[src/rtl/xlate_pkg.sv]
package xlate_pkg;

  localparam int REG_W = 64;

  // bit positions and masks fixed by the translation behaviour
  localparam int EN_BIT = 0;
  localparam int SG_BIT = 1;
  localparam logic [REG_W-1:0] WIN_FIELD  = 64'h0000_0000_7FF0_0000;
  localparam logic [REG_W-1:0] DIRECT_LOW = 64'h0000_0000_000F_FFFF;
  localparam logic [REG_W-1:0] PTE_LOW    = 64'h0000_0000_0000_03FF;
  localparam logic [REG_W-1:0] PTE_IDX    = 64'h0000_0000_000F_E000;
  localparam logic [REG_W-1:0] PAGE_OFS   = 64'h0000_0000_0000_1FFF;
  localparam int PTE_SHIFT  = 10;
  localparam int PAGE_SHIFT = 12;
  localparam int SLOT_SHIFT = 6;

  typedef enum logic [1:0] {
    ST_IDLE  = 2'd0,
    ST_FETCH = 2'd1,
    ST_WAIT  = 2'd2
  } xlateState_t;

  typedef struct packed {
    logic capture;
    logic loadDirect;
    logic loadSg;
  } xlateStrobe_t;

endpackage

[src/rtl/xlate_cfg_regs.sv]
module xlate_cfg_regs
  import xlate_pkg::*;
#(
  parameter int NUM_WIN = 4,
  parameter int CFG_AW  = 10
) (
  input  logic             clk,
  input  logic             rstN,
  input  logic             cfgWrEn,
  input  logic             cfgRdEn,
  input  logic [CFG_AW-1:0] cfgAddr,
  input  logic [7:0]       cfgByteEn,
  input  logic [REG_W-1:0] cfgWrData,
  output logic [REG_W-1:0] cfgRdData,
  output logic [REG_W-1:0] winBase [NUM_WIN],
  output logic [REG_W-1:0] winMask [NUM_WIN],
  output logic [REG_W-1:0] winTba  [NUM_WIN]
);

  localparam int IDX_W = CFG_AW - SLOT_SHIFT;

  logic [IDX_W-1:0] slot;
  logic             fullAccess;

  assign slot       = cfgAddr[CFG_AW-1:SLOT_SHIFT];
  assign fullAccess = &cfgByteEn;

  for (genvar w = 0; w < NUM_WIN; w++) begin : g_reg
    localparam int BASE_SLOT = w;
    localparam int MASK_SLOT = NUM_WIN + w;
    localparam int TBA_SLOT  = 2 * NUM_WIN + w;

    always_ff @(posedge clk or negedge rstN) begin
      if (!rstN) begin
        winBase[w] <= '0;
        winMask[w] <= '0;
        winTba[w]  <= '0;
      end else if (cfgWrEn && fullAccess) begin
        if (slot == IDX_W'(BASE_SLOT)) winBase[w] <= cfgWrData;
        if (slot == IDX_W'(MASK_SLOT)) winMask[w] <= cfgWrData;
        if (slot == IDX_W'(TBA_SLOT))  winTba[w]  <= cfgWrData;
      end
    end
  end

  always_comb begin
    cfgRdData = '0;
    if (cfgRdEn && fullAccess) begin
      for (int w = 0; w < NUM_WIN; w++) begin
        if (slot == IDX_W'(w))               cfgRdData = winBase[w];
        if (slot == IDX_W'(NUM_WIN + w))     cfgRdData = winMask[w];
        if (slot == IDX_W'(2 * NUM_WIN + w)) cfgRdData = winTba[w];
      end
    end
  end

endmodule

[src/rtl/xlate_datapath.sv]
module xlate_datapath
  import xlate_pkg::*;
#(
  parameter int NUM_WIN = 4,
  parameter int BUS_AW  = 32,
  parameter int DMA_AW  = 34
) (
  input  logic              clk,
  input  logic              rstN,
  input  xlateStrobe_t      strobe,
  input  logic [BUS_AW-1:0] reqAddr,
  input  logic [REG_W-1:0]  winBase [NUM_WIN],
  input  logic [REG_W-1:0]  winMask [NUM_WIN],
  input  logic [REG_W-1:0]  winTba  [NUM_WIN],
  input  logic [REG_W-1:0]  fetchRspData,
  output logic              anyHit,
  output logic              selSg,
  output logic [DMA_AW-1:0] fetchAddr,
  output logic [DMA_AW-1:0] xlateAddr,
  output logic              xlateHit
);

  localparam int SEL_W = (NUM_WIN > 1) ? $clog2(NUM_WIN) : 1;

  logic [REG_W-1:0]   busExt;
  logic [NUM_WIN-1:0] hitVec;
  logic [NUM_WIN-1:0] sgVec;
  logic [DMA_AW-1:0]  directAddr [NUM_WIN];
  logic [DMA_AW-1:0]  pteAddr    [NUM_WIN];
  logic [SEL_W-1:0]   selIdx;

  logic [BUS_AW-1:0]  busQ;
  logic [DMA_AW-1:0]  pteQ;
  logic [DMA_AW-1:0]  addrQ;
  logic               hitQ;
  logic [REG_W-1:0]   sgFull;

  assign busExt = REG_W'(reqAddr);

  for (genvar w = 0; w < NUM_WIN; w++) begin : g_win
    logic [REG_W-1:0] fieldBits;
    logic [REG_W-1:0] cmpMask;
    logic [REG_W-1:0] passMask;
    logic [REG_W-1:0] directFull;
    logic [REG_W-1:0] tblMask;
    logic [REG_W-1:0] idxMask;
    logic [REG_W-1:0] pteFull;

    assign fieldBits  = winMask[w] & WIN_FIELD;
    assign cmpMask    = ~winMask[w] & WIN_FIELD;
    assign hitVec[w]  = winBase[w][EN_BIT] &&
                        ((busExt & cmpMask) == (winBase[w] & cmpMask));
    assign sgVec[w]   = winBase[w][SG_BIT];

    assign passMask   = fieldBits | DIRECT_LOW;
    assign directFull = (winTba[w] & ~passMask) | (busExt & passMask);
    assign directAddr[w] = directFull[DMA_AW-1:0];

    assign tblMask    = ~((fieldBits >> PTE_SHIFT) | PTE_LOW);
    assign idxMask    = fieldBits | PTE_IDX;
    assign pteFull    = (winTba[w] & tblMask) | ((busExt & idxMask) >> PTE_SHIFT);
    assign pteAddr[w] = pteFull[DMA_AW-1:0];
  end

  // lowest-numbered matching window wins
  always_comb begin
    selIdx = '0;
    anyHit = 1'b0;
    for (int i = NUM_WIN - 1; i >= 0; i--) begin
      if (hitVec[i]) begin
        selIdx = SEL_W'(i);
        anyHit = 1'b1;
      end
    end
  end

  assign selSg = sgVec[selIdx];

  assign sgFull = ({fetchRspData[REG_W-1:1], 1'b0} << PAGE_SHIFT) |
                  (REG_W'(busQ) & PAGE_OFS);

  always_ff @(posedge clk or negedge rstN) begin
    if (!rstN) begin
      busQ  <= '0;
      pteQ  <= '0;
      addrQ <= '0;
      hitQ  <= 1'b0;
    end else begin
      if (strobe.capture) begin
        busQ <= reqAddr;
        pteQ <= pteAddr[selIdx];
      end
      if (strobe.loadDirect) begin
        addrQ <= anyHit ? directAddr[selIdx] : '0;
        hitQ  <= anyHit;
      end else if (strobe.loadSg) begin
        addrQ <= sgFull[DMA_AW-1:0];
        hitQ  <= 1'b1;
      end
    end
  end

  assign fetchAddr = pteQ;
  assign xlateAddr = addrQ;
  assign xlateHit  = hitQ;

endmodule

[src/rtl/xlate_ctrl.sv]
module xlate_ctrl
  import xlate_pkg::*;
(
  input  logic         clk,
  input  logic         rstN,
  input  logic         reqValid,
  input  logic         anyHit,
  input  logic         selSg,
  input  logic         fetchReqReady,
  input  logic         fetchRspValid,
  output logic         reqReady,
  output logic         fetchReqValid,
  output logic         xlateDone,
  output xlateStrobe_t strobe
);

  xlateState_t stateQ, stateNext;
  logic        doneQ;

  always_comb begin
    stateNext = stateQ;
    strobe    = '0;
    unique case (stateQ)
      ST_IDLE: begin
        if (reqValid) begin
          strobe.capture = 1'b1;
          if (anyHit && selSg) stateNext = ST_FETCH;
          else                 strobe.loadDirect = 1'b1;
        end
      end
      ST_FETCH: begin
        if (fetchReqReady) stateNext = ST_WAIT;
      end
      ST_WAIT: begin
        if (fetchRspValid) begin
          strobe.loadSg = 1'b1;
          stateNext     = ST_IDLE;
        end
      end
      default: stateNext = ST_IDLE;
    endcase
  end

  always_ff @(posedge clk or negedge rstN) begin
    if (!rstN) begin
      stateQ <= ST_IDLE;
      doneQ  <= 1'b0;
    end else begin
      stateQ <= stateNext;
      doneQ  <= strobe.loadDirect | strobe.loadSg;
    end
  end

  assign reqReady      = (stateQ == ST_IDLE);
  assign fetchReqValid = (stateQ == ST_FETCH);
  assign xlateDone     = doneQ;

endmodule

[src/rtl/pci_dma_xlate.sv]
module pci_dma_xlate
  import xlate_pkg::*;
#(
  parameter int NUM_WIN = 4,
  parameter int CFG_AW  = 10,
  parameter int BUS_AW  = 32,
  parameter int DMA_AW  = 34
) (
  input  logic              clk,
  input  logic              rstN,
  input  logic              cfgWrEn,
  input  logic              cfgRdEn,
  input  logic [CFG_AW-1:0] cfgAddr,
  input  logic [7:0]        cfgByteEn,
  input  logic [63:0]       cfgWrData,
  output logic [63:0]       cfgRdData,
  input  logic              reqValid,
  output logic              reqReady,
  input  logic [BUS_AW-1:0] reqAddr,
  output logic              fetchReqValid,
  input  logic              fetchReqReady,
  output logic [DMA_AW-1:0] fetchReqAddr,
  input  logic              fetchRspValid,
  input  logic [63:0]       fetchRspData,
  output logic              xlateDone,
  output logic              xlateHit,
  output logic [DMA_AW-1:0] xlateAddr
);

  logic [REG_W-1:0] winBase [NUM_WIN];
  logic [REG_W-1:0] winMask [NUM_WIN];
  logic [REG_W-1:0] winTba  [NUM_WIN];
  xlateStrobe_t     strobe;
  logic             anyHit;
  logic             selSg;

  xlate_cfg_regs #(.NUM_WIN(NUM_WIN), .CFG_AW(CFG_AW)) u_regs (
    .clk(clk), .rstN(rstN), .cfgWrEn(cfgWrEn), .cfgRdEn(cfgRdEn),
    .cfgAddr(cfgAddr), .cfgByteEn(cfgByteEn), .cfgWrData(cfgWrData),
    .cfgRdData(cfgRdData), .winBase(winBase), .winMask(winMask), .winTba(winTba)
  );

  xlate_ctrl u_ctrl (
    .clk(clk), .rstN(rstN), .reqValid(reqValid), .anyHit(anyHit), .selSg(selSg),
    .fetchReqReady(fetchReqReady), .fetchRspValid(fetchRspValid),
    .reqReady(reqReady), .fetchReqValid(fetchReqValid), .xlateDone(xlateDone),
    .strobe(strobe)
  );

  xlate_datapath #(.NUM_WIN(NUM_WIN), .BUS_AW(BUS_AW), .DMA_AW(DMA_AW)) u_dp (
    .clk(clk), .rstN(rstN), .strobe(strobe), .reqAddr(reqAddr),
    .winBase(winBase), .winMask(winMask), .winTba(winTba),
    .fetchRspData(fetchRspData), .anyHit(anyHit), .selSg(selSg),
    .fetchAddr(fetchReqAddr), .xlateAddr(xlateAddr), .xlateHit(xlateHit)
  );

endmodule

[config.mk]
export PLATFORM = sky130hd
export DESIGN_NAME = pci_dma_xlate
export DESIGN_NICKNAME = d
export VERILOG_FILES = /design/src/rtl/xlate_pkg.sv /design/src/rtl/xlate_cfg_regs.sv /design/src/rtl/xlate_datapath.sv /design/src/rtl/xlate_ctrl.sv /design/src/rtl/pci_dma_xlate.sv
export SDC_FILE = /design/constraint.sdc
export NUM_CORES = 2
export LEC_CHECK = 0
export ABC_AREA = 1
export BUFFER_PORTS_ARGS = -buffer_cell sky130_fd_sc_hd__buf_2
export CORE_MARGIN = 8
export CORE_UTILIZATION = 35
export DETAILED_ROUTE_END_ITERATION = 12
export GPL_ROUTABILITY_DRIVEN = 0
export PLACE_DENSITY = 0.51
export SETUP_SLACK_MARGIN = 0.05
export SLEW_MARGIN = 20
export SYNTH_ARGS = -nofsm -noshare
export SYNTH_HDL_FRONTEND = slang
export SYNTH_SLANG_ARGS = --single-unit
[constraint.sdc]
create_clock -name clk -period 2.8 [get_ports clk]
set_input_delay 0.14 -clock clk [delete_from_list [all_inputs] [get_ports clk]]
set_output_delay 0.14 -clock clk [all_outputs]
set_load 0.02 [all_outputs]
==> impl_metrics.env <==
export IMPL_finalNetCount=5323
export IMPL_wl_per_cell_um=20.8
export IMPL_timing_fmax_mhz=387
export IMPL_worstMarginPinSlew_ns=0.826
export IMPL_pin_count=321
export IMPL_grt_pass1_vias=33465
export IMPL_final_common_cell="nand2_1"
export IMPL_hold_violations=0
export IMPL_synth_seq_area_share_pct=54.6
export IMPL_initial_core_util_pct=35.3
export IMPL_track_usage_pct=22.3
export IMPL_worstPathArrival_ns=3.14
export IMPL_p_seq_share_pct=46.0
export IMPL_finalMaxSlewViolations=0
export IMPL_syn_avg_cell_area_um2=8.00
export IMPL_synth_cell_types=40
export IMPL_cts_sinks=850
export IMPL_critPathKind="flip-flop to flip-flop"
export IMPL_crit_slowest_cell="dfrtp_1"
export IMPL_vias_per_cell=5.18
export IMPL_pwr_share_clk_pct=48.3
export IMPL_finalWorstSetupSlack_ns=0.218
export IMPL_crit_fanout=13
export IMPL_cts_tree="yes"
export IMPL_cp_slowest_stage_delay_ns=0.41
export IMPL_drtAntennaViolNets=0
export IMPL_core_rowCount=122
export IMPL_slew_headroom_pct=44.9
export IMPL_drive_gt1_share_pct=12.6
export IMPL_antenna_found_initial=4
export IMPL_min_path_type="input port to async pin"
export IMPL_cts_inserted_buffers=97
export IMPL_dp_worst_setup_slack_ns=0.0895
export IMPL_ctsLongestPathBuffers=3
export IMPL_clk_latency_ns=0.68
export IMPL_rsz0062_at_grt="no"
export IMPL_cp_required_ns=3.36
export IMPL_synth_seq_cells=850
export IMPL_status="finished, final reports clean"
export IMPL_cts_root_buf="clkbuf_16"
export IMPL_fin_setup_tns_ns=0
export IMPL_cp_start_kind="flip-flop"
export IMPL_port_buffers=267
export IMPL_dieArea_um2=122000
export IMPL_internal_power_w=0.0207
export IMPL_end_kind="flip-flop"
export IMPL_syn_cell_area_um2=39000
export IMPL_vdd_drop_max_mv=0.449
export IMPL_core_area_um2=111000
export IMPL_crit_path_frequent_cell="nand2_1"
export IMPL_dpl_hpwl_um=88700
export IMPL_overflow=0
export IMPL_die_h_um=350
export IMPL_leakagePower_nw=22.3
export IMPL_final_cell_mix="nand2_1, o21ai_0, dfrtp_1, buf_2, inv_1"
export IMPL_powerDensity_nw_per_um2=575
export IMPL_power_total_w=0.0272
export IMPL_clk_pin_slew_ns=0.06
export IMPL_htree_levels=3
export IMPL_yosys_warnings=0
export IMPL_fin_skew_ns=0.0176
export IMPL_period_needed_ns=2.58
export IMPL_path_cells="inv_1, nand2_1, nand3_1, nand2_1, nor2_1, nand3_1, nand2_1, nand2_2, nand2_4, buf_16, nand2_1, nand3_2, nand3_4, buf_4, nand2_4, nand2_1, o21ai_0, nand2_1"
export IMPL_power_switching_w=0.00650
export IMPL_drv_cap=0
export IMPL_chipWidth_um=350
export IMPL_setup_viol=0
export IMPL_firstDrtPassIters=6
export IMPL_switching_share_pct=23.9
export IMPL_grt_max_degree=129
export IMPL_post_route_period_util_pct=92.2
export IMPL_grt_pass1_wl_um=212000
export IMPL_dr_first_iter_drc_count=3269
export IMPL_syn_inst=4870
export IMPL_route_detailed_drc=0
export IMPL_routed_wl_um=139000
export IMPL_power_frac_comb_pct=5.7
export IMPL_vias=34703
export IMPL_area_growth_syn_to_layout_pct=21.1
## through the flow
step	util [%]	area, µm²	hold WS (ns)	instances
finish	42.7	47200	0.0280	6703
floorplan	-	39000	-0.156	4872
global route	42.7	47200	0.0248	6703
CTS	42.5	47000	0.000626	6691
global placement	38.6	42700	0.135	6409
detailed placement	38.6	42700	0.130	6409
## logic make-up (layout without fill, tap and decap cells)
logic type | after synthesis | in the layout | synth area share (%)
compound gates | 1280 | 1280 | 17.4
buf+inv | 637 | 977 | 6.34
flops | 850 | 850 | 54.6
mux | 1 | 1 | 0.0289
other cells | 1 | 4 | 0.00962
simple gates | 2101 | 2103 | 21.6
## cells in the mapped netlist, drive strengths merged
| library cell | instances | area [µm²] |
|---|---|---|
| a211oi | 19 | 143 |
| clkbuf | 333 | 1250 |
| a31oi | 29 | 181 |
| nand3b | 10 | 75.1 |
| dfrtp | 850 | 21300 |
| buf | 41 | 225 |
| o22ai | 11 | 68.8 |
| a221o | 4 | 40.0 |
| nor2 | 162 | 623 |
| a221oi | 40 | 350 |
| o221ai | 4 | 35.0 |
| a21boi | 1 | 7.51 |
| o32ai | 2 | 17.5 |
| a21oi | 161 | 806 |
| o2111ai | 12 | 105 |
| conb | 1 | 3.75 |
| nor3 | 6 | 35.0 |
| o21ai | 976 | 4880 |
| nand3 | 184 | 961 |
| clkinv | 4 | 17.5 |
| o211ai | 21 | 158 |
| nand4 | 58 | 363 |
| inv | 259 | 977 |
| nand2 | 1680 | 6360 |
| and3 | 1 | 6.26 |
| mux2 | 1 | 11.3 |
## what timing repair did
action,in CTS,in global routing
hold endpoints to repair,1261,0
setup endpoints to repair,0,61
gates resized for setup,0,23
hold buffers,107,0
setup buffers,0,7
## routing by layer
| layer | wire length [µm] | part of all wire (%) | GRT usage [%] |
|---|---|---|---|
| met5 | 13 | 0.0093 | 0 |
| met3 | 9170 | 6.6 | 3.85 |
| met1 | 63700 | 46 | 31.2 |
| met2 | 62200 | 45 | 35.4 |
| met4 | 4410 | 3.2 | 6.86 |
## flip-flops by register name, indices dropped and copies added (netlist names)
name	cells
u_regs.winTba	256
u_dp.busQ	13
u_dp.xlateHit	1
u_ctrl.stateQ	2
u_dp.xlateAddr	34
u_regs.winBase	256
u_regs.winMask	256
u_ctrl.xlateDone	1
u_dp.fetchAddr	31
## critical path: cells and delay by family, from the launching register on
kind	cells	cell delay, ns
compound gates	1	0.12
buf+inv	3	0.43
simple gates	14	1.51
flops	1	0.41
## power groups by stage
stage	clock, W	combinational, W	sequential, W
final	0.0131	0.00155	0.0125
after global routing	0.0139	0.00171	0.0125
after CTS	0.0134	0.00156	0.0125
after detailed placement	0	0.00144	0.0127
after global placement	0	0.00144	0.0127
after floorplan	0	0.000507	0.0128
## final cells by class
class | count | area [µm²]
fillers | 11309 | 63300
flip-flops and latches | 850 | 21300
multi-input cells | 3387 | 15500
repair buffers | 539 | 4330
clock buffers | 147 | 2900
well taps | 1488 | 1860
inverters | 263 | 1010
clock inverters | 28 | 365
diodes | 1 | 2.50
## path summary, 6_finish.rpt
check | depth (start not counted) | slack [ns] | from | to
max in group asynchronous | 3 | 1.82 | rstN | u_regs.winMask[30]
min | 2 | 0.03 | rstN | u_regs.winMask[14]
max reg2reg | 18 | 0.22 | u_regs.winBase[93] | u_dp.xlateAddr[4]
min in group clk | 3 | 0.03 | cfgWrData[34] | u_regs.winTba[34]
min reg2reg | 2 | 0.47 | u_dp.xlateAddr[6] | u_dp.xlateAddr[6]
max | 18 | 0.22 | u_regs.winBase[93] | u_dp.xlateAddr[4]
Power figures use the tool's default switching activity.
